$ cat src/rtl/msgx2_pkg.sv
// Package: shared widths, rotation amounts and the rotate helper for the
// message schedule finishing stage. Assumes 32-bit words, four lanes.
package msgx2_pkg;
    localparam int unsigned WORD_W    = 32;
    localparam int unsigned LANES     = 4;
    localparam int unsigned BUS_W     = WORD_W * LANES;
    localparam int unsigned LAST_LANE = LANES - 1;

    // Rotation applied to the older-word operand in every lane.
    localparam int unsigned ROT_EARLY = 7;
    // Rotations of word 16 folded into the last lane.
    localparam int unsigned ROT_FIX_0 = 6;
    localparam int unsigned ROT_FIX_1 = 15;
    localparam int unsigned ROT_FIX_2 = 30;

    typedef logic [WORD_W-1:0] word_t;

    // Left rotate toward the MSB; n must lie in 1..WORD_W-1.
    function automatic word_t rotl(input word_t x, input int unsigned n);
        word_t r;
        r = (x << n) | (x >> (WORD_W - n));
        return r;
    endfunction
endpackage

$ cat src/rtl/msgx2_lane.sv
// Lane mixer: combines one older word (rotated), one middle word and one
// partial sum into the uncorrected new word. Purely combinational.
module msgx2_lane
    import msgx2_pkg::*;
(
    input  word_t partial_i,
    input  word_t early_i,
    input  word_t mid_i,
    output word_t mix_o
);
    // Three-input XOR of the lane operands.
    assign mix_o = rotl(early_i, ROT_EARLY) ^ mid_i ^ partial_i;
endmodule

$ cat src/rtl/msgx2_fold.sv
// Cross-lane fold: corrects the last lane with three rotations of the first
// lane's word from the same operation. Assumes head_i is combinational from
// the current operands, never a registered value.
module msgx2_fold
    import msgx2_pkg::*;
(
    input  word_t head_i,
    input  word_t tail_i,
    output word_t tail_o
);
    word_t spread;

    // Spread the head word over three rotations.
    assign spread = rotl(head_i, ROT_FIX_0) ^ rotl(head_i, ROT_FIX_1) ^ rotl(head_i, ROT_FIX_2);
    // Apply the correction to the last lane.
    assign tail_o = tail_i ^ spread;
endmodule

$ cat src/rtl/msgx2_outreg.sv
// Result register with valid flag. Loads data only on load_i, holds it
// otherwise; synchronous active-low reset clears both flag and data.
module msgx2_outreg #(
    parameter int unsigned W = 128
) (
    input  logic         clk,
    input  logic         rst_n,
    input  logic         load_i,
    input  logic [W-1:0] d_i,
    output logic         valid_o,
    output logic [W-1:0] q_o
);
    // Valid flag follows the request with one clock of delay.
    always_ff @(posedge clk) begin
        if (!rst_n) valid_o <= 1'b0;
        else        valid_o <= load_i;
    end

    // Data captured on request, held while idle.
    always_ff @(posedge clk) begin
        if (!rst_n)      q_o <= '0;
        else if (load_i) q_o <= d_i;
    end
endmodule

$ cat src/rtl/msgx2_stage.sv
// Top: message schedule finishing stage. Splits the three operand buses
// into lanes, mixes each lane, folds lane 0 into the last lane within the
// same cycle, and registers the packed result. Latency one clock.
module msgx2_stage
    import msgx2_pkg::*;
(
    input  logic             clk,
    input  logic             rst_n,
    input  logic             in_valid,
    input  logic [BUS_W-1:0] partial_i,
    input  logic [BUS_W-1:0] early_i,
    input  logic [BUS_W-1:0] mid_i,
    output logic             out_valid,
    output logic [BUS_W-1:0] word_o
);
    word_t            mix [LANES];
    word_t            tail_fixed;
    logic [BUS_W-1:0] result;

    // One mixer per lane, operands sliced by lane index.
    for (genvar k = 0; k < LANES; k++) begin : g_lane
        msgx2_lane lane_i (
            .partial_i (partial_i[k*WORD_W +: WORD_W]),
            .early_i   (early_i[k*WORD_W +: WORD_W]),
            .mid_i     (mid_i[k*WORD_W +: WORD_W]),
            .mix_o     (mix[k])
        );
    end

    // Same-cycle dependency: last lane corrected from lane 0.
    msgx2_fold fold_i (
        .head_i (mix[0]),
        .tail_i (mix[LAST_LANE]),
        .tail_o (tail_fixed)
    );

    // Pack lanes: all but the last pass through, the last is corrected.
    for (genvar k = 0; k < LANES; k++) begin : g_pack
        if (k == LAST_LANE) begin : g_tail
            assign result[k*WORD_W +: WORD_W] = tail_fixed;
        end else begin : g_body
            assign result[k*WORD_W +: WORD_W] = mix[k];
        end
    end

    msgx2_outreg #(.W(BUS_W)) oreg_i (
        .clk     (clk),
        .rst_n   (rst_n),
        .load_i  (in_valid),
        .d_i     (result),
        .valid_o (out_valid),
        .q_o     (word_o)
    );
endmodule

$ cat config.mk
export PLATFORM = sky130hd
export DESIGN_NAME = msgx2_stage
export DESIGN_NICKNAME = d
export VERILOG_FILES = /design/src/rtl/msgx2_pkg.sv /design/src/rtl/msgx2_lane.sv /design/src/rtl/msgx2_fold.sv /design/src/rtl/msgx2_outreg.sv /design/src/rtl/msgx2_stage.sv
export SDC_FILE = /design/constraint.sdc
export NUM_CORES = 1
export LEC_CHECK = 0
export BUFFER_PORTS_ARGS = -buffer_cell sky130_fd_sc_hd__buf_2
export CELL_PAD_IN_SITES_DETAIL_PLACEMENT = 1
export CELL_PAD_IN_SITES_GLOBAL_PLACEMENT = 2
export CORE_MARGIN = 10
export CORE_UTILIZATION = 27
export CTS_CLUSTER_SIZE = 24
export DETAILED_ROUTE_END_ITERATION = 16
export PLACE_DENSITY = 0.82
export SYNTH_ARGS = -nofsm -noshare
export SYNTH_HDL_FRONTEND = slang
export SYNTH_HIERARCHICAL = 1
export SYNTH_SLANG_ARGS = --single-unit
$ cat constraint.sdc
create_clock -name clk -period 1.5 [get_ports clk]
set_input_delay 0.075 -clock clk [delete_from_list [all_inputs] [get_ports clk]]
set_output_delay 0.075 -clock clk [all_outputs]
set_load 0.05 [all_outputs]
==> metrics.md <==
| Metric | Value |
|---|---|
| Commonest non-fill, non-tap cell in the layout | `buf_2` |
| Die area | `40500 sq um` |
| Vias/cell | `4.14` |
| Post-CTS Setup Inserts | `0` |
| CP cell instances | `buf_2` |
| DRC | `0` |
| Final Cycle Share | `78.9%` |
| Hold crit path type | `in2reg` |
| Total CTS buffers | `17` |
| Yosys reg bits | `129` |
| DIE HEIGHT | `201 um` |
| Buffers on Ports | `515` |
| 1st-iter DRT viols | `170` |
| First-pass GRT wire length | `48900 um` |
| Gr ovfl total | `0` |
| Post-route cell area | `12400 sq um` |
| Worst slew pin tran | `0.493 ns` |
| Vias | `6665` |
| Average size of a mapped cell | `13.9 sq um` |
| Leakage | `6.80 nW` |
| CTS clock-pin slew for the worst setup and hold paths | `0.06 ns` |
| Mean routed wirelength per cell | `20.8 um` |
| Crit path DAT | `1.11 ns` |
| DRT antenna net count | `0` |
| Cells after synthesis | `639` |
| GPL Wtd Cong | `0.789` |
| Critical Path RT | `1.42 ns` |
| Slowest CP cell | `dfxtp_1` |
| Critical path type | `reg2out` |
| Clock Sinks | `129` |
| Final #Nets | `1541` |
| Slew headroom | `67.1%` |
| Initial antenna violation count | `3` |
| Dpl hpwl | `28300 um` |
| Endpoints failing hold | `0` |
| Most frequent cells in the layout | `buf_2 (513), dfxtp_1 (129), xor3_1 (128), mux2i_1 (128), nor2b_1 (128)` |
| Worst setup EP type | `output pin` |
| CTS tree | `built` |
| Worst IR drop on VDD | `0.000618 V` |
| IO Pins | `516` |
| Unrepaired setup endpoints after global routing | `false` |
| CP max stage delay | `0.39 ns` |
| Sequential share of the synthesized area | `29.1%` |
| Cell area after synthesis | `8870 sq um` |
| Cell family with most CP delay | `flip-flops` |
| Fin Hold WS | `0.0611 ns` |
| Synth warn | `6` |
| Core area | `32500 sq um` |
| Final Util | `38.3%` |
| Tmin final | `1.18 ns` |
| Root buffer cell | `clkbuf_16` |
| Fmax | `0.845 GHz` |
| GRT Util Overall | `16.0%` |
| Clock Tree Buf Depth | `2` |
| Ratio of cells with drive above 1 in the final layout | `47.5%` |
| H-tree depth | `4` |
| CTS Hold Bufs | `0` |
| Post-synthesis net count | `1026` |
| Die width | `201 um` |
| Setup-failing EPs final | `0` |
| Clock Skew | `0 ns` |
| Vias in the first global route | `7504` |
| Yosys cell types | `13` |
| Pwr Density | `1180 nW/um^2` |
| Startpoint types | `flop` |
| Drt first pass iters | `4` |
| Peak fanout along the critical path | `2` |
| Tot Pwr | `14.6 mW` |
| Post-Place Cell Area | `11800 sq um` |
| Max-cap violations | `0` |
| Row count | `66` |
| Area growth, synth to finish | `40.2%` |
| Initial core utilization | `27.3%` |
| Buf+Inv Stages, Crit Path | `1` |
| Final WL | `33500 um` |
| Max-slew violations | `0` |
| Largest net degree at the start of global routing | `130` |
| Clock Latency Late Sink | `0.42 ns` |
| Resized Gates After CTS | `0` |
| Status | `finished, final reports clean` |
-- layer usage --
layer,track usage (%),share of wire [%]
met1,16.7,38
met3,6.49,8.8
met4,3.30,0.75
met2,29.6,52
met5,0,0
-- registers in the layout, summed over array words and instances, names as in the netlist --
signal          flops
oreg_i/q_o        128
oreg_i/valid_o      1
-- metrics by stage --
step | setup TNS, ns | cells | worst slack (ns)
detailed placement | -0.337 | 1577 | -0.290
finish | 0 | 1611 | 0.316
CTS | 0 | 1609 | 0.165
global placement | -0.392 | 1577 | -0.298
global route | 0 | 1609 | 0.152
floorplan | 0 | 639 | 0.362
-- power by group --
group,internal [mW],leakage [nW],total [mW],switching [mW]
registers,3.90,1.07,4.13,0.230
clock network,2.70,0.290,4.33,1.64
logic,2.65,5.44,6.17,3.51
total,9.25,6.80,14.6,5.38
-- worst paths after layout --
check             slack, ns  cells after the start           start             end
setup / recovery       0.32                      1  oreg_i/q_o[15]      word_o[15]
setup reg to reg       0.65                      2  oreg_i/q_o[15]  oreg_i/q_o[15]
hold / removal         0.06                      4   partial_i[47]  oreg_i/q_o[47]
hold reg to reg        0.51                      2  oreg_i/q_o[60]  oreg_i/q_o[60]
-- area by class of cell --
type | instances | area (sq um)
clock buffers | 22 | 464
fillers | 3681 | 20000
clock inverters | 10 | 134
repair buffers | 525 | 2730
diodes | 2 | 5.00
multi-input cells | 481 | 5970
flip-flops and latches | 129 | 2580
well taps | 442 | 553
-- Yosys cell counts --
master | count | share of area [%]
dfxtp_1 | 129 | 29
mux2i_1 | 128 | 14
nor2b_1 | 128 | 9.0
xor3_1 | 128 | 34
xnor2_1 | 64 | 6.3
xor2_1 | 32 | 3.2
clkbuf_1 | 13 | 0.55
buf_12 | 11 | 2.5
buf_4 | 2 | 0.17
and2_1 | 1 | 0.071
buf_2 | 1 | 0.056
buf_6 | 1 | 0.13
buf_8 | 1 | 0.17
-- logic make-up after synthesis --
group	Yosys count	synth area share [%]
flops	129	29.1
mux	128	14.4
xor+xnor	224	43.8
buf+inv	29	3.55
simple gates	129	9.10
No activity file was read; power rests on OpenSTA's default activity.
